## config.mk

```make
export PLATFORM = sky130hd
export DESIGN_NAME = ea_gen
export DESIGN_NICKNAME = d
export VERILOG_FILES = /design/src/rtl/ea_gen_pkg.sv /design/src/rtl/ea_step_calc.sv /design/src/rtl/ea_addr_form.sv /design/src/rtl/ea_ptr_fetch.sv /design/src/rtl/ea_gen.sv
export SDC_FILE = /design/constraint.sdc
export NUM_CORES = 1
export LEC_CHECK = 0
export BUFFER_PORTS_ARGS = -buffer_cell sky130_fd_sc_hd__buf_4
export CAP_MARGIN = 20
export CORE_MARGIN = 3
export CORE_UTILIZATION = 32
export DETAILED_ROUTE_END_ITERATION = 8
export HOLD_SLACK_MARGIN = 0.15
export PLACE_DENSITY = 0.5
export SLEW_MARGIN = 20
export SYNTH_ARGS = -nofsm -noshare
export SYNTH_HDL_FRONTEND = slang
export SYNTH_SLANG_ARGS = --single-unit
```

## constraint.sdc

```tcl
create_clock -name clk -period 17 [get_ports clk]
set_input_delay 1.7 -clock clk [delete_from_list [all_inputs] [get_ports clk]]
set_output_delay 1.7 -clock clk [all_outputs]
set_load 0.005 [all_outputs]
```

## src/rtl/ea_gen_pkg.sv

```systemverilog
package ea_gen_pkg;
  localparam int LEN_W = 4;

  typedef enum logic [2:0] {
    AM_REG = 3'd0,
    AM_IND = 3'd1,
    AM_INC = 3'd2,
    AM_DEC = 3'd3,
    AM_OFS = 3'd4,
    AM_IDX = 3'd5,
    AM_ABS = 3'd6,
    AM_IMM = 3'd7
  } amode_e;

  function automatic logic len_legal(input logic [LEN_W-1:0] len);
    return (len == 4'd1) || (len == 4'd2) || (len == 4'd4) ||
           (len == 4'd8) || (len == 4'd12);
  endfunction

  function automatic logic [LEN_W-1:0] step_len(input logic [LEN_W-1:0] len,
                                                input logic is_sp);
    return (is_sp && len == 4'd1) ? 4'd2 : len;
  endfunction
endpackage

```

## src/rtl/ea_step_calc.sv

```systemverilog
module ea_step_calc
  import ea_gen_pkg::*;
#(
  parameter int RIW    = 4,
  parameter int SP_IDX = 15
) (
  input  logic [LEN_W-1:0] len,
  input  logic [RIW-1:0]   ridx,
  output logic             is_sp,
  output logic [LEN_W-1:0] step
);
  always_comb begin
    is_sp = (ridx == RIW'(SP_IDX));
    step  = step_len(len, is_sp);
  end
endmodule

```

## src/rtl/ea_addr_form.sv

```systemverilog
module ea_addr_form
  import ea_gen_pkg::*;
#(
  parameter int AW     = 32,
  parameter int TW     = 8,
  parameter int PC_ADV = 4
) (
  input  amode_e           mode,
  input  logic             pc_rel,
  input  logic             mem_indir,
  input  logic             base_supp,
  input  logic             is_store,
  input  logic [LEN_W-1:0] len,
  input  logic [LEN_W-1:0] step,
  input  logic [TW-1:0]    toff,
  input  logic [AW-1:0]    reg_val,
  input  logic [AW-1:0]    pc,
  input  logic [AW-1:0]    disp,
  output logic [AW-1:0]    formed,
  output logic             illegal,
  output logic             has_addr,
  output logic             upd_reg,
  output logic [AW-1:0]    new_reg
);
  logic [AW-1:0] base;
  logic [AW-1:0] step_x;
  logic          pc_ok_mode;
  logic          ill_len, ill_store, ill_direct, ill_pc, ill_ind;

  always_comb begin
    base       = pc_rel ? (pc + AW'(PC_ADV)) : reg_val;
    step_x     = AW'(step);
    pc_ok_mode = (mode == AM_IND) || (mode == AM_OFS) || (mode == AM_IDX);

    unique case (mode)
      AM_IND, AM_INC: formed = base;
      AM_DEC:         formed = base - step_x;
      AM_OFS:         formed = base + disp;
      AM_IDX:         formed = base_supp ? disp : (base + disp);
      AM_ABS:         formed = disp;
      default:        formed = '0;
    endcase

    has_addr = (mode != AM_REG) && (mode != AM_IMM);
    upd_reg  = (mode == AM_INC) || (mode == AM_DEC);
    new_reg  = (mode == AM_DEC) ? (reg_val - step_x) : (reg_val + step_x);

    ill_len    = !len_legal(len);
    ill_store  = is_store && ((mode == AM_IMM) || pc_rel);
    ill_direct = (mode == AM_REG) && ((len > LEN_W'(4)) || (toff != '0));
    ill_pc     = pc_rel && !pc_ok_mode;
    ill_ind    = mem_indir && (mode != AM_IDX);
    illegal    = ill_len || ill_store || ill_direct || ill_pc || ill_ind;
  end
endmodule

```

## src/rtl/ea_ptr_fetch.sv

```systemverilog
module ea_ptr_fetch #(
  parameter int AW = 32,
  localparam int HW = AW / 2
) (
  input  logic          clk,
  input  logic          rst_n,
  input  logic          go,
  input  logic [AW-1:0] ia,
  output logic          rd_req,
  output logic [AW-1:0] rd_addr,
  input  logic [HW-1:0] rd_data,
  input  logic          rd_ack,
  input  logic          rd_fault,
  output logic          fin,
  output logic          fault,
  output logic [AW-1:0] ptr
);
  typedef enum logic [1:0] {F_IDLE, F_HI, F_LO} fstate_e;
  fstate_e       st;
  logic [AW-1:0] ia_q;
  logic [HW-1:0] hi_q;

  logic hi_take, hi_bad, lo_take;
  assign hi_take = (st == F_HI) && rd_ack;
  assign hi_bad  = hi_take && rd_fault;
  assign lo_take = (st == F_LO) && rd_ack;

  assign rd_req  = (st != F_IDLE);
  assign rd_addr = (st == F_LO) ? (ia_q + AW'(2)) : ia_q;

  always_ff @(posedge clk or negedge rst_n) begin
    if (!rst_n) begin
      st    <= F_IDLE;
      ia_q  <= '0;
      hi_q  <= '0;
      fin   <= 1'b0;
      fault <= 1'b0;
      ptr   <= '0;
    end else begin
      fin <= hi_bad || lo_take;
      if (hi_bad || lo_take) fault <= hi_bad || rd_fault;
      if (lo_take) ptr <= {hi_q, rd_data};
      unique case (st)
        F_IDLE: if (go) begin ia_q <= ia; st <= F_HI; end
        F_HI: if (rd_ack) begin
          hi_q <= rd_data;
          st   <= rd_fault ? F_IDLE : F_LO;
        end
        F_LO: if (rd_ack) st <= F_IDLE;
        default: st <= F_IDLE;
      endcase
    end
  end

  a_r8_hi_fault_skips_lo: assert property (@(posedge clk) disable iff (!rst_n)
    hi_bad |=> !rd_req);
  a_r7_lo_follows_hi: assert property (@(posedge clk) disable iff (!rst_n)
    (hi_take && !rd_fault) |=> (rd_req && rd_addr == $past(rd_addr) + AW'(2)));
  a_r7_fin_single: assert property (@(posedge clk) disable iff (!rst_n)
    fin |=> !fin);
endmodule

```

## src/rtl/ea_gen.sv

```systemverilog
module ea_gen
  import ea_gen_pkg::*;
#(
  parameter int AW     = 32,
  parameter int RIW    = 4,
  parameter int TW     = 8,
  parameter int SP_IDX = 15,
  parameter int PC_ADV = 4,
  localparam int HW = AW / 2
) (
  input  logic             clk,
  input  logic             rst_n,
  input  logic             start,
  input  logic             op_first,
  input  logic             is_store,
  input  logic [2:0]       mode,
  input  logic             pc_rel,
  input  logic             mem_indir,
  input  logic             base_supp,
  input  logic [LEN_W-1:0] opnd_len,
  input  logic [RIW-1:0]   reg_idx,
  input  logic [AW-1:0]    reg_val,
  input  logic [AW-1:0]    pc,
  input  logic [AW-1:0]    disp,
  input  logic [AW-1:0]    outer_disp,
  output logic             rd_req,
  output logic [AW-1:0]    rd_addr,
  input  logic [HW-1:0]    rd_data,
  input  logic             rd_ack,
  input  logic             rd_fault,
  output logic             addr_valid,
  output logic [AW-1:0]    addr,
  output logic             done,
  output logic             err_illegal,
  output logic             err_access,
  output logic             wb_en,
  output logic [RIW-1:0]   wb_idx,
  output logic [AW-1:0]    wb_val
);
  typedef enum logic [1:0] {S_IDLE, S_CALC, S_WAIT, S_FIN} state_e;
  state_e st;

  amode_e           mode_q;
  logic             store_q, pcr_q, mi_q, bs_q;
  logic [LEN_W-1:0] len_q;
  logic [RIW-1:0]   ridx_q;
  logic [AW-1:0]    reg_q, pc_q, disp_q, outer_q;
  logic [TW-1:0]    tdisp_q;
  logic [AW-1:0]    addr_q, newreg_q;
  logic             ill_q, acc_q, has_q, upd_q;

  logic [LEN_W-1:0] step;
  logic             is_sp;
  logic [AW-1:0]    formed, new_reg;
  logic             illegal, has_addr, upd_reg;
  logic [TW-1:0]    toff_use;
  logic             fetch_go, f_fin, f_fault;
  logic [AW-1:0]    f_ptr;
  logic             req_ok, toff_clear;

  ea_step_calc #(.RIW(RIW), .SP_IDX(SP_IDX)) u_step (
    .len(len_q), .ridx(ridx_q), .is_sp(is_sp), .step(step)
  );

  ea_addr_form #(.AW(AW), .TW(TW), .PC_ADV(PC_ADV)) u_form (
    .mode(mode_q), .pc_rel(pcr_q), .mem_indir(mi_q), .base_supp(bs_q),
    .is_store(store_q), .len(len_q), .step(step), .toff(tdisp_q),
    .reg_val(reg_q), .pc(pc_q), .disp(disp_q), .formed(formed),
    .illegal(illegal), .has_addr(has_addr), .upd_reg(upd_reg),
    .new_reg(new_reg)
  );

  assign fetch_go = (st == S_CALC) && !illegal && mi_q;

  ea_ptr_fetch #(.AW(AW)) u_fetch (
    .clk(clk), .rst_n(rst_n), .go(fetch_go), .ia(formed),
    .rd_req(rd_req), .rd_addr(rd_addr), .rd_data(rd_data),
    .rd_ack(rd_ack), .rd_fault(rd_fault), .fin(f_fin), .fault(f_fault),
    .ptr(f_ptr)
  );

  assign toff_use   = (mode_q == AM_DEC) ? '0 : tdisp_q;
  assign req_ok     = !ill_q && !acc_q;
  assign toff_clear = (mode_q == AM_INC) || (mode_q == AM_DEC);

  assign done        = (st == S_FIN);
  assign err_illegal = done && ill_q;
  assign err_access  = done && acc_q;
  assign addr_valid  = done && has_q && req_ok;
  assign addr        = addr_q;
  assign wb_en       = done && upd_q && req_ok;
  assign wb_idx      = ridx_q;
  assign wb_val      = newreg_q;

  always_ff @(posedge clk or negedge rst_n) begin
    if (!rst_n) begin
      st       <= S_IDLE;
      mode_q   <= AM_REG;
      store_q  <= 1'b0;
      pcr_q    <= 1'b0;
      mi_q     <= 1'b0;
      bs_q     <= 1'b0;
      len_q    <= '0;
      ridx_q   <= '0;
      reg_q    <= '0;
      pc_q     <= '0;
      disp_q   <= '0;
      outer_q  <= '0;
      tdisp_q  <= '0;
      addr_q   <= '0;
      newreg_q <= '0;
      ill_q    <= 1'b0;
      acc_q    <= 1'b0;
      has_q    <= 1'b0;
      upd_q    <= 1'b0;
    end else begin
      unique case (st)
        S_IDLE: if (start) begin
          mode_q  <= amode_e'(mode);
          store_q <= is_store;
          pcr_q   <= pc_rel;
          mi_q    <= mem_indir;
          bs_q    <= base_supp;
          len_q   <= opnd_len;
          ridx_q  <= reg_idx;
          reg_q   <= reg_val;
          pc_q    <= pc;
          disp_q  <= disp;
          outer_q <= outer_disp;
          if (op_first) tdisp_q <= '0;
          acc_q   <= 1'b0;
          st      <= S_CALC;
        end
        S_CALC: begin
          ill_q    <= illegal;
          has_q    <= has_addr;
          upd_q    <= upd_reg;
          newreg_q <= new_reg;
          addr_q   <= formed + AW'(toff_use);
          st       <= (!illegal && mi_q) ? S_WAIT : S_FIN;
        end
        S_WAIT: if (f_fin) begin
          acc_q  <= f_fault;
          addr_q <= f_ptr + outer_q + AW'(toff_use);
          st     <= S_FIN;
        end
        S_FIN: begin
          if (req_ok)
            tdisp_q <= toff_clear ? '0 : (tdisp_q + TW'(len_q));
          st <= S_IDLE;
        end
        default: st <= S_IDLE;
      endcase
    end
  end

  a_r11_valid_with_done: assert property (@(posedge clk) disable iff (!rst_n)
    addr_valid |-> (done && !err_illegal && !err_access));
  a_r11_wb_with_done: assert property (@(posedge clk) disable iff (!rst_n)
    wb_en |-> (done && !err_illegal && !err_access));
  a_r11_done_pulse: assert property (@(posedge clk) disable iff (!rst_n)
    done |=> !done);
  a_r8_fault_blocks_result: assert property (@(posedge clk) disable iff (!rst_n)
    err_access |-> (!wb_en && !addr_valid));
  a_r1_sp_keeps_even: assert property (@(posedge clk) disable iff (!rst_n)
    (wb_en && wb_idx == RIW'(SP_IDX)) |-> (wb_val[0] == reg_q[0]));
  a_r2_dec_clears_offset: assert property (@(posedge clk) disable iff (!rst_n)
    (wb_en && mode_q == AM_DEC) |=> (tdisp_q == '0));
  a_r9_store_imm_illegal: assert property (@(posedge clk) disable iff (!rst_n)
    (done && store_q && mode_q == AM_IMM) |-> err_illegal);
  a_r12_no_read_idle: assert property (@(posedge clk) disable iff (!rst_n)
    (st == S_IDLE) |-> !rd_req);
endmodule

```

== Word-level counts from Yosys, hierarchy flattened ==
Index checks and enable logic that the tools add are counted.

* Bits of input ports: 165
* Word-level logic and storage cells: 146
* Register bits: 305
* Output and inout bits: 106

* Add/sub/neg operators: 10
* Reduce and logical (&&, ||, !) cells: 57
* Equal/unequal tests: 27
* Magnitude comparators: 1
* Multiplexer cells: 26

{| class="wikitable"
|+ Operators with widths
! operator !! count
|-
| $mux 32 || 5
|-
| $pmux 32 s5 || 1
|-
| $add 32x32->32 || 2
|-
| $add 32x8->32 || 2
|-
| $pmux 32 s2 || 1
|-
| $sub 32x4->32 || 2
|-
| $mux 8 || 5
|-
| $add 32x2->32 const B || 1
|-
| $add 32x3->32 const B || 1
|-
| $add 32x4->32 || 1
|-
| $logic_and 1x1->1 || 19
|-
| $pmux 8 s2 || 1
|-
| $logic_or 1x1->1 || 15
|-
| $eq 3x3->1 const B || 4
|-
| $eq 4x4->1 const B || 3
|-
| $mux 2 || 6
|-
| $ne 2x2->1 const B || 5
|-
| $reduce_and 2->1 || 5
|-
| $add 8x4->8 || 1
|-
| $pmux 2 s4 || 1
|-
| $reduce_bool 2->1 || 4
|-
| $reduce_bool 8->1 || 1
|-
| $eq 2x2->1 const B || 3
|-
| $eq 3x2->1 const B || 2
|-
| 19 further kinds || 30
|}

== Depth between registers and ports, before layout ==
Gate-level depths: netlist (run 1).

* Depth in word-level cells: 15
* Mapped depth: 32
* Gate-level depth less buffers: 27

== By module ==
A second synthesis (run 1) with hierarchy kept.

* Cell total of the unflattened synthesis: 2192
* Area, all modules: 21772.1 µm²

{| class="wikitable"
|+ By module, submodules not included
! module !! cells an instance !! sequential area each (µm²) !! times used !! area an instance (µm²)
|-
| ea_gen || 1024 || 5530.3 || 1 || 11917.7
|-
| ea_addr_form || 886 || 0.0 || 1 || 6029.5
|-
| ea_ptr_fetch || 275 || 2102.0 || 1 || 3781.1
|-
| ea_step_calc || 7 || 0.0 || 1 || 43.8
|}

== Least setup slack after synthesis (run 1) ==
OpenSTA, ideal clock, no wires.

* Kind: register -> register
* From: register pcr_q
* To: register addr_q[30], in the netlist addr[30]
* Path buffers: 7
* Setup slack: 10.936 ns
* Stages on the path, launching flop included: 24
* Required time: 16.906 ns
* Period minus slack after synthesis: 6.064 ns
* Setup time: 0.094 ns
* Arrival: 5.970 ns
* Path through: dfrtp_1 -> buf_2 -> buf_2 -> buf_2 -> buf_2 -> clkbuf_1 -> buf_1 -> clkbuf_1 -> mux2i_1 -> inv_1 -> ha_1 -> nor2b_1 -> o31a_1 -> or3_1 -> a2111oi_2 -> nand2_1 -> xnor2_1 -> o21ai_0 -> and4_1 -> and3_1 -> or3b_4 -> nor3_1 -> xor2_1 -> a211oi_1

* Longest elaborated chain between the ends: 6
* Elaborated cells on any way between the ends: 7
* Those cells by class: 3 x add/sub; 4 x mux

{| class="wikitable"
|+ RTL lines
! element !! RTL line !! source
|-
| start, declared || ea_gen.sv:44 || <nowiki>logic store_q, pcr_q, mi_q, bs_q;</nowiki>
|-
| start signal, assigned || ea_gen.sv:121 || <nowiki>pcr_q <= pc_rel;</nowiki>
|-
| $mux 32 * || ea_addr_form.sv:31 || <nowiki>base = pc_rel ? (pc + AW'(PC_ADV)) : reg_val;</nowiki>
|-
| $add 32x32->32 || ea_addr_form.sv:38, ea_addr_form.sv:39 ||
|-
| $mux 32 || ea_addr_form.sv:39 || <nowiki>AM_IDX: formed = base_supp ? disp : (base + disp);</nowiki>
|-
| $pmux 32 s5 * || ea_addr_form.sv:35 || <nowiki>unique case (mode)</nowiki>
|-
| $add 32x8->32 * || ea_gen.sv:139 || <nowiki>addr_q <= formed + AW'(toff_use);</nowiki>
|-
| $pmux 32 s2 * || ea_gen.sv:117 || <nowiki>unique case (st)</nowiki>
|-
| end signal, assigned || ea_gen.sv:139 ||
|-
| end signal, assigned || ea_gen.sv:144 || <nowiki>addr_q <= f_ptr + outer_q + AW'(toff_use);</nowiki>
|-
| end, declared || ea_gen.sv:49 || <nowiki>logic [AW-1:0] addr_q, newreg_q;</nowiki>
|}

Every way passes the cells marked *; elsewhere a longest branch is shown, timed or not.
A chain may end at the register's enable or synchronous reset.

== Worst setup path in the final report (run 1) ==
* From: register mode_q[2]
* To: register addr_q[31], in the netlist addr[31]

* Longest elaborated chain between the ends: 5
* Elaborated cells on any way between the ends: 13
* Those cells by class: 2 x add/sub; 6 x eq/ne; 4 x mux; 1 x reduce/logical

{| class="wikitable"
|+ RTL lines
! element !! RTL line !! source
|-
| start, declared || ea_gen.sv:43 || <nowiki>amode_e mode_q;</nowiki>
|-
| start signal, assigned || ea_gen.sv:119 || <nowiki>mode_q <= amode_e'(mode);</nowiki>
|-
| $eq 3x2->1 (tied with other cells) || ea_addr_form.sv:35 ||
|-
| $reduce_or 2->1 or $mux 8 (tied branches) || ea_addr_form.sv:35, ea_gen.sv:82 ||
|-
| $pmux 32 s5 or $add 32x8->32 (tied branches) || ea_addr_form.sv:35, ea_gen.sv:144 ||
|-
| $add 32x8->32 or $mux 32 (tied branches) || ea_gen.sv:139, ea_gen.sv:142 ||
|-
| $pmux 32 s2 * || ea_gen.sv:117 ||
|}

Every way passes the cells marked *; elsewhere a longest branch is shown, timed or not. The select of a mux whose other input is x is not followed.

==> results of run 1 <==
## state kept, by name, indices dropped and copies added, names as in the netlist, 4 cells and up
| name | flops |
|---|---|
| wb_val | 32 |
| pc_q | 32 |
| reg_q | 32 |
| tdisp_q | 8 |
| wb_idx | 4 |
| u_fetch.hi_q | 16 |
| outer_q | 32 |
| len_q | 4 |
| addr | 32 |
| u_fetch.ia_q | 32 |
| disp_q | 32 |
| u_fetch.ptr | 32 |
## cell usage in the layout, fill, tap and decap left out, types with 10 or more instances in the layout
cell | Yosys | layout
nand4_1 | 27 | 27
buf_4 | 2 | 285
inv_1 | 66 | 66
nor3_1 | 28 | 28
nand2_1 | 135 | 133
mux2_2 | 241 | 241
clkbuf_16 | 0 | 39
o21bai_1 | 10 | 10
nand2b_1 | 27 | 27
dfrtp_1 | 305 | 304
o21a_1 | 18 | 18
xnor2_1 | 99 | 99
xor2_1 | 67 | 67
nor2b_1 | 23 | 22
a21o_1 | 42 | 42
and3_1 | 26 | 26
fa_1 | 14 | 14
or3_1 | 14 | 14
o21ai_0 | 112 | 112
a21oi_1 | 133 | 133
nor4_1 | 10 | 10
and2_1 | 19 | 19
ha_1 | 147 | 147
nand3_1 | 59 | 59
a211oi_1 | 16 | 16
nor2_1 | 143 | 143
a31oi_1 | 30 | 30
o211ai_1 | 10 | 10
o31ai_1 | 14 | 14
a222oi_1 | 13 | 13
## critical path: stages (launching register included)
cell and delay, ps:
dfrtp_1 550, nor2_1 430, and2_1 760, nor2_1 220, fa_1 480, ha_1 350, nor2b_1 170, o31a_1 280
o31ai_1 470, a21oi_1 210, a31oi_1 350, o21ai_0 200, a41oi_1 380, a31oi_1 170, a211o_1 320, o31ai_1 270
xnor2_1 180, o22ai_1 120, a21oi_1 130
## stage by stage
stage | util, % | total power [mW] | setup WS (ps) | std cells | hold WS, ps
finish | 39.3 | 6.34 | 10880 | 3205 | 492
global route | 39.3 | 6.88 | 10400 | 3204 | 513
CTS | 39.2 | 6.38 | 10900 | 3202 | 494
global placement | 37.1 | 5.42 | 11010 | 3137 | 483
floorplan | - | 4.16 | 10940 | 2083 | 446
detailed placement | 37.1 | 5.46 | 10920 | 3137 | 480
## cells by family after synthesis
| kind of cell | count (synthesis) |
|---|---|
| simple gates | 565 |
| compound gates | 492 |
| flops | 305 |
| mux | 248 |
| xor+xnor | 166 |
| fa+ha+maj | 162 |
| buf+inv | 145 |
## path summary, 6_finish.rpt
kind / endpoint / slack [ps] / startpoint
setup reg to reg: addr[31] / 10880 / mode_q[2]
hold / removal: u_fetch.ptr[20] / 490 / u_fetch.hi_q[4]
hold reg to reg: u_fetch.ptr[20] / 490 / u_fetch.hi_q[4]
min in group asynchronous: outer_q[31] / 1090 / rst_n
setup / recovery: addr[31] / 10880 / mode_q[2]
max in group asynchronous: pcr_q / 14070 / rst_n
## final cells by class
class / count / area [um2]
fillers: 6278 / 38600
multi-input cells: 1633 / 12500
flip-flops and latches: 305 / 7630
repair buffers: 288 / 2200
clock buffers: 51 / 1100
well taps: 846 / 1060
inverters: 67 / 251
clock inverters: 14 / 236
diodes: 1 / 2.50
## metal layers
layer	vias to the layer above	wire (um)	track usage, %
li1	8125	-	-
met4	0	1280	4.40
met5	-	0	0
met3	69	3510	2.61
met2	465	31600	32.8
met1	8344	31700	28.1
## power by group through the flow
stage | sequential [mW] | clock [mW] | combinational [mW]
2_1_floorplan | 1.30 | 0 | 2.86
3_3_place_gp | 1.48 | 0 | 3.94
3_5_place_dp | 1.49 | 0 | 3.97
4_1_cts | 1.48 | 0.894 | 4.00
5_1_grt | 1.52 | 0.922 | 4.44
6_report | 1.48 | 0.866 | 4.00
==> impl_metrics.py, run 1 <==
metrics = {
    "timing": {
        "max_slew_margin_pct": 32.2,
        "grt_setup_unrepaired": "false",
        "setup_viol": 0,
        "min_period_ps": 6120,
        "hold_violations": 0,
        "period_share_pct": 36.0,
        "clock_skew_ps": 24.9,
        "setup_tns_ps": 0,
        "max_freq_ghz": 0.163,
        "tightest_slew_ps": 1020,
        "slew_violations": 0,
    },
    "cts": {
        "tritoncts": "yes",
        "cts_hold_buf": 0,
        "cts-root-buf": "clkbuf_16",
        "cts_buffers": 38,
        "htreeDepth": 2,
        "clock_sinks": 305,
        "cts_buffer_depth": 3,
        "post-cts-setup-buffer-count": 0,
        "worstSkewPairLatency_ps": 560,
        "cts.clk_slew.worst_paths_ps": 60,
        "cts_resized": 0,
    },
    "power_and_ir_drop": {
        "pwr_density_cell_nw_per_um2": 254,
        "pwr-share-seq_pct": 23.3,
        "power.leakage_nw": 11.4,
        "intPower_mw": 3.33,
        "swShare_pct": 47.5,
        "irDropWorstVdd_mv": 0.0972,
        "p_comb_share_pct": 63.0,
        "p_clk_share_pct": 13.7,
        "p_switching_mw": 3.01,
    },
    "job": {
        "max-cap-violations": 0,
    },
    "final_layout": {
        "drive_gt1_share_pct": 26.5,
        "layout.nets": 2659,
        "final_area_um2": 25000,
        "syn2layout_area_growth_pct": 20.8,
    },
    "route": {
        "vias": 17000,
        "initialDrtViolationCount": 1017,
        "routed_via_density": 5.31,
        "wl_per_cell_um": 21.3,
        "drc": 0,
        "wl_um": 68100,
        "first_pass_iters": 6,
        "ant_nets": 0,
    },
    "synth": {
        "synth_edf_count": 0,
        "synth-simple-area-share_pct": 14.0,
        "seq_area_frac_synth_pct": 36.9,
        "synthTopCellsByCount": "dfrtp_1, mux2_2, ha_1, nor2_1, nand2_1",
        "ys_warn_count": 0,
        "synth_top_family_by_area": "compound AO/OA/AOI/OAI gates",
        "ys_async_sr_fraction_pct": 100,
        "yosysUniqueCellTypes": 86,
        "synthMuxAreaShare_pct": 13.5,
        "yosys.area.top_type": "dfrtp_1",
        "synth_area_leaders": "dfrtp_1, mux2_2, ha_1",
        "avgSynthCellArea_um2": 9.92,
        "synth_nets": 2409,
        "synth_seq_cells": 305,
        "ys.flop_type": "dfrtp_1",
        "synth_fa_ha_area_share_pct": 10.3,
        "syn_area_um2": 20700,
        "synthMostInstantiatedCell": "dfrtp_1",
        "synth-xor-area-share_pct": 7.03,
        "synth_top_cell_area_share_pct": 36.9,
        "synth_cells": 2083,
        "synth_compound_area_share_pct": 15.5,
    },
    "global_route": {
        "grt.total_usage_pct": 20.0,
        "antenna_found_initial": 0,
        "grt_pass1_vias": 17300,
        "grt_max_degree": 132,
        "overflow": 0,
        "grt_pass1_wl_um": 105000,
    },
    "die": {
        "core_um2": 63500,
        "die_y_um": 260,
        "dieWidth_um": 260,
        "rows": 92,
        "start_util_pct": 32.5,
        "ios": 271,
        "dieArea_um2": 67700,
    },
    "worst_hold_path": {
        "hold_depth": 1,
        "hold_class": "register to register",
    },
    "setup_path": {
        "worstPathArrival_ps": 6600,
        "worstPathRequired_ps": 17470,
        "worst_setup_path_start_kind": "register",
        "path_class": "register to register",
        "cp-end-kind": "register",
        "ff2ff_path_depth": 18,
        "cp_max_fo": 15,
    },
    "status": {
        "status": "finished clean",
    },
    "place": {
        "place_area_um2": 23600,
        "gp_congestion": 0.903,
        "place_hpwl_um": 53200,
        "portBuffers": 270,
    },
}
Note: power is estimated with default switching activity, not from simulation.
==> run 2, diff against run 1 <==
==> constraint.sdc (replaced) <==
create_clock -name clk -period 6.15 [get_ports clk]
set_input_delay 0.615 -clock clk [delete_from_list [all_inputs] [get_ports clk]]
set_output_delay 0.615 -clock clk [all_outputs]
set_load 0.005 [all_outputs]
==> run 2 against run 1 <==
Against the previous run:
- sequential share of layout area is 0.20 points lower
- power grew to 2.8 times the previous value
- final cell count is 0.72% higher
- critical path type unchanged
- critical endpoint is now addr[28]
- largest power group unchanged
==> impl_metrics.py, run 2 (synthesis gave the netlist of run 1 again) <==
metrics = {
    "timing": {
        "max_slew_margin_pct": 35.1,
        "clock_skew_ps": 20.8,
        "min_period_ps": 5430,
        "worst_slack_ps": 716,
        "hold_violations": 0,
        "setup_tns_ps": 0,
        "grt_setup_unrepaired": "false",
        "period_share_pct": 88.4,
        "slew_violations": 0,
        "max_freq_ghz": 0.184,
        "setup_viol": 0,
        "tightest_slew_ps": 974,
        "hold_slack_ps": 279,
    },
    "die": {
        "dieWidth_um": 260,
        "core_um2": 63500,
        "start_util_pct": 32.5,
        "rows": 92,
        "dieArea_um2": 67700,
        "ios": 271,
        "die_y_um": 260,
    },
    "global_route": {
        "grt.total_usage_pct": 20.3,
        "met2_usage_pct": 32.4,
        "grt_pass1_vias": 17400,
        "gr-usage-met3_pct": 3.31,
        "grt_max_degree": 156,
        "use_met1_pct": 28.4,
        "overflow": 0,
        "antenna_found_initial": 0,
        "busiest_layer": "met2",
        "grt_pass1_wl_um": 106000,
    },
    "power_and_ir_drop": {
        "irDropWorstVdd_mv": 0.239,
        "pwr_density_cell_nw_per_um2": 707,
        "power.leakage_nw": 11.5,
    },
    "setup_path": {
        "cp-startpoint": "pcr_q",
        "cp.depth": 16,
        "reg2reg_from": "pcr_q",
        "worstPathArrival_ps": 5870,
        "cp-end-kind": "register",
        "cp_slowest_stage_delay_ps": 670,
        "path_class": "register to register",
        "crit_top_cell": "o21ai_0",
        "worstPathRequired_ps": 6580,
        "critical-path-top-delay-family": "simple AND/OR/NAND/NOR gates",
        "ff2ff_path_depth": 16,
        "cp_max_fo": 20,
        "cpMaxStageDelayCell": "or4_1",
        "worst_setup_path_start_kind": "register",
        "worst-path-buf-inv": 1,
        "worstPathCellList": "inv_1 -> o21ai_0 -> ha_1 -> nor2b_1 -> o21ai_0 -> or3b_1 -> or4_1 -> nor4b_1 -> xnor2_1 -> o21ai_2 -> and4_1 -> and3_1 -> or3b_4 -> nor3_1 -> xor2_1 -> a21oi_1",
    },
    "status": {
        "status": "finished clean",
    },
    "cts": {
        "cts-root-buf": "clkbuf_16",
        "tritoncts": "yes",
        "htreeDepth": 2,
        "worstSkewPairLatency_ps": 570,
        "clock_sinks": 305,
        "cts_buffer_depth": 3,
        "cts_resized": 0,
        "cts_buffers": 38,
        "cts.clk_slew.worst_paths_ps": 60,
    },
    "route": {
        "wl_per_cell_um": 21.5,
        "vias": 17100,
        "first_pass_iters": 6,
        "ant_nets": 0,
        "drc": 0,
        "routed_via_density": 5.31,
        "wl_um": 69400,
        "initialDrtViolationCount": 1028,
    },
    "place": {
        "portBuffers": 270,
        "dp_slack_ps": 724,
        "gp_congestion": 0.899,
        "place_hpwl_um": 54700,
    },
    "final_layout": {
        "layout_common_cells": "buf_4, dfrtp_1, mux2_2, ha_1, nor2_1",
        "drive_gt1_share_pct": 27.1,
        "final_common_cell": "buf_4",
        "syn2layout_area_growth_pct": 21.6,
        "n_fill_cell": 6364,
        "n_antenna_cell": 0,
        "layout.nets": 2685,
    },
    "worst_hold_path": {
        "hold_depth": 2,
        "hold_start": "reg_val[29]",
        "hold_class": "input port to register",
    },
    "job": {
        "max-cap-violations": 0,
    },
}
-- run 2: changes by cell type in the layout (fill, tap and decap cells not counted), moves of 2 or more --
| cell | previous run | this run |
|---|---|---|
| clkinv_4 | 3 | 0 |
| clkinv_8 | 2 | 0 |
| clkbuf_1 | 4 | 7 |
| buf_4 | 285 | 309 |
-- run 2: metrics by stage --
stage | total power [mW] | area (um2) | util, % | instances
after detailed placement | 15.4 | 23800 | 37.5 | 3164
final | 17.8 | 25100 | 39.6 | 3228
after global routing | 19.3 | 25100 | 39.6 | 3228
after floorplan | 11.5 | 20700 | - | 2083
after CTS | 17.9 | 25100 | 39.6 | 3228
after global placement | 15.3 | 23800 | 37.5 | 3163
-- run 2: final timing paths --
check                         endpoint  slack [ps]
max                           addr[28]         720
min                          reg_q[29]         280
max reg2reg                   addr[28]         720
min reg2reg                      has_q         470
max in group asynchronous   disp_q[14]        4060
min in group asynchronous  outer_q[25]         630
-- run 2: final cells by class --
| cell class | instances | area (um2) | area share [%] |
|---|---|---|---|
| clock inverters | 11 | 239 | 0.951 |
| well taps | 846 | 1060 | 4.21 |
| inverters | 67 | 251 | 1.00 |
| clock buffers | 52 | 1070 | 4.27 |
| repair buffers | 314 | 2400 | 9.53 |
| multi-input cells | 1633 | 12500 | 49.7 |
| flip-flops and latches | 305 | 7630 | 30.4 |
-- run 2: power breakdown --
group | internal, mW | switching [mW]
Combinational | 4.93 | 6.37
Sequential | 2.98 | 1.12
Clock | 1.47 | 0.914
Total | 9.38 | 8.40
-- run 2: routing by layer --
| layer | vias to the layer above | part of all wire (%) |
|---|---|---|
| met5 | - | 0 |
| met4 | 0 | 2.7 |
| met3 | 100 | 5.0 |
| met2 | 425 | 45 |
| met1 | 8439 | 47 |
| li1 | 8173 | - |
-- run 2: repair_timing --
| action | in CTS | in global routing |
|---|---|---|
| endpoints found under the hold margin | 83 | 0 |
| setup buffers | 0 | 0 |
| hold buffers | 1 | 0 |
==> run 3, diff against run 2 <==
--- a/config.mk
+++ b/config.mk
@@ -8,10 +8,11 @@
 export BUFFER_PORTS_ARGS = -buffer_cell sky130_fd_sc_hd__buf_4
 export CAP_MARGIN = 20
 export CORE_MARGIN = 3
-export CORE_UTILIZATION = 32
+export CORE_UTILIZATION = 59
+export CTS_CLUSTER_DIAMETER = 30
 export DETAILED_ROUTE_END_ITERATION = 8
 export HOLD_SLACK_MARGIN = 0.15
-export PLACE_DENSITY = 0.5
+export PLACE_DENSITY = 0.82
 export SLEW_MARGIN = 20
 export SYNTH_ARGS = -nofsm -noshare
 export SYNTH_HDL_FRONTEND = slang
==> run 3 against run 2 <==
Against the previous run:
- power rose by 8.0%
- clock power increased by 62%
- setup slack worse by 210 ps
- final area up 2.5%
- sequential share of layout area down 0.73 points
- global-route usage grew 15 points
- sequential power decreased by 1%
- non-clock buffer count down 5
- maximum frequency decreased by 3.8%
- first-iteration DRC count is 60% higher
- die area shrank 45%
- worst hold slack got worse by 22 ps
- critical endpoint unchanged
==> impl_metrics.py, run 3 (synthesis gave the netlist of run 1 again) <==
metrics = {
    "timing": {
        "max_freq_ghz": 0.177,
        "max_slew_margin_pct": 23.8,
        "hold_slack_ps": 257,
        "setup_viol": 0,
        "hold_violations": 0,
        "grt_setup_unrepaired": "false",
        "worst_slack_ps": 501,
        "tightest_slew_ps": 1140,
        "min_period_ps": 5650,
        "slew_violations": 0,
        "period_share_pct": 91.8,
        "clock_skew_ps": 20.2,
        "setup_tns_ps": 0,
    },
    "place": {
        "portBuffers": 270,
        "dp_cells": 2760,
        "gp_congestion": 0.978,
        "dp_slack_ps": 619,
        "place_hpwl_um": 47600,
    },
    "route": {
        "vias": 18400,
        "ant_nets": 0,
        "wl_um": 65400,
        "first_pass_iters": 7,
        "wl_per_cell_um": 22.6,
        "routed_via_density": 6.36,
        "initialDrtViolationCount": 1645,
        "drc": 0,
    },
    "final_layout": {
        "finalNonFillerCells": 2896,
        "final_common_cell": "buf_4",
        "layout_common_cells": "buf_4, dfrtp_1, mux2_2, ha_1, nor2_1",
        "postLayoutCoreUtil_pct": 75.7,
        "drive_gt1_share_pct": 28.8,
        "n_antenna_cell": 0,
        "syn2layout_area_growth_pct": 24.6,
        "layout.nets": 2715,
        "n_fill_cell": 2227,
    },
    "power_and_ir_drop": {
        "p_clk_share_pct": 20.1,
        "p_comb_share_pct": 58.8,
        "irDropWorstVdd_mv": 0.429,
        "swShare_pct": 45.3,
        "p_switching_mw": 8.69,
        "intPower_mw": 10.5,
        "power.leakage_nw": 12.0,
        "pwr_density_cell_nw_per_um2": 745,
        "pwr-share-seq_pct": 21.1,
    },
    "cts": {
        "tritoncts": "yes",
        "cts_buffer_depth": 3,
        "htreeDepth": 3,
        "worstSkewPairLatency_ps": 590,
        "cts_resized": 0,
        "cts-root-buf": "clkbuf_16",
        "clock_sinks": 305,
        "cts.clk_slew.worst_paths_ps": 50,
        "cts_buffers": 73,
    },
    "global_route": {
        "overflow": 0,
        "grt_pass1_vias": 18800,
        "grt_pass1_wl_um": 101000,
        "grt.total_usage_pct": 34.9,
        "antenna_found_initial": 0,
        "grt_max_degree": 139,
    },
    "setup_path": {
        "path_class": "register to register",
        "worstPathRequired_ps": 6600,
        "cp_max_fo": 32,
        "worstPathArrival_ps": 6100,
        "cp-end-kind": "register",
        "worst_setup_path_start_kind": "register",
    },
    "job": {
        "max-cap-violations": 0,
    },
    "die": {
        "ios": 271,
        "rows": 67,
        "dieArea_um2": 37300,
        "start_util_pct": 60.7,
        "core_um2": 34000,
        "dieWidth_um": 193,
        "die_y_um": 193,
    },
    "worst_hold_path": {
        "hold_class": "input port to register",
    },
    "status": {
        "status": "finished clean",
    },
}
## run 3: what timing repair did
item	4_1_cts	5_1_grt
endpoints found under the hold margin	75	0
hold buffers	1	0
buffers inserted	0	0
## run 3: worst paths after layout
kind / from / to / slack (ps) / depth (start not counted)
max reg2reg: pcr_q / addr[28] / 500 / 16
max: pcr_q / addr[28] / 500 / 16
min reg2reg: u_fetch.hi_q[1] / u_fetch.ptr[17] / 500 / 1
min in group asynchronous: rst_n / wb_val[18] / 620 / 2
max in group asynchronous: rst_n / reg_q[10] / 3920 / 3
min: outer_disp[9] / outer_q[9] / 260 / 2
## run 3: critical path, cell delays in order, from the launching register on
cell and delay [ps]:
dfrtp_2 700, mux2i_1 420, inv_1 170, ha_1 310, nor2b_1 150, o31a_1 260
or3_1 380, a2111oi_2 670, nand2_1 150, xnor2_1 160, o21ai_0 520, and4_1 400
and3_1 280, or3b_4 440, nor3_1 240, xor2_1 170, a21oi_1 80
## run 3: through the flow
step           total power, mW  cell area [um2]
2_1_floorplan             11.5            20700
3_3_place_gp              14.6            23300
3_5_place_dp              14.9            23300
4_1_cts                   19.0            25800
5_1_grt                   20.5            25800
6_report                  19.2            25800
## run 3: final cells by class
type	instances	area [um2]	area share [%]
Timing Repair Buffer	309	2340	9.09
Tap cell	448	561	2.18
Inverter	67	251	0.976
Multi-Input combinational cell	1633	12500	48.5
Clock buffer	97	2060	7.99
Clock inverter	37	429	1.67
Sequential cell	305	7630	29.6
## run 3: routing by layer
metal	vias up	share of wire, %	global-route usage, %
li1	8270	-	-
met1	8961	40	45.1
met2	958	47	56.7
met3	224	8.3	6.94
met4	0	4.9	16.6
met5	-	0	0
## run 3: power by group through the flow
| stage | Sequential (mW) | Clock [mW] | Combinational, mW |
|---|---|---|---|
| floorplan | 3.59 | 0 | 7.91 |
| global placement | 3.97 | 0 | 10.6 |
| detailed placement | 4.01 | 0 | 10.9 |
| CTS | 4.01 | 3.90 | 11.1 |
| global route | 4.13 | 4.02 | 12.3 |
| finish | 4.05 | 3.87 | 11.3 |
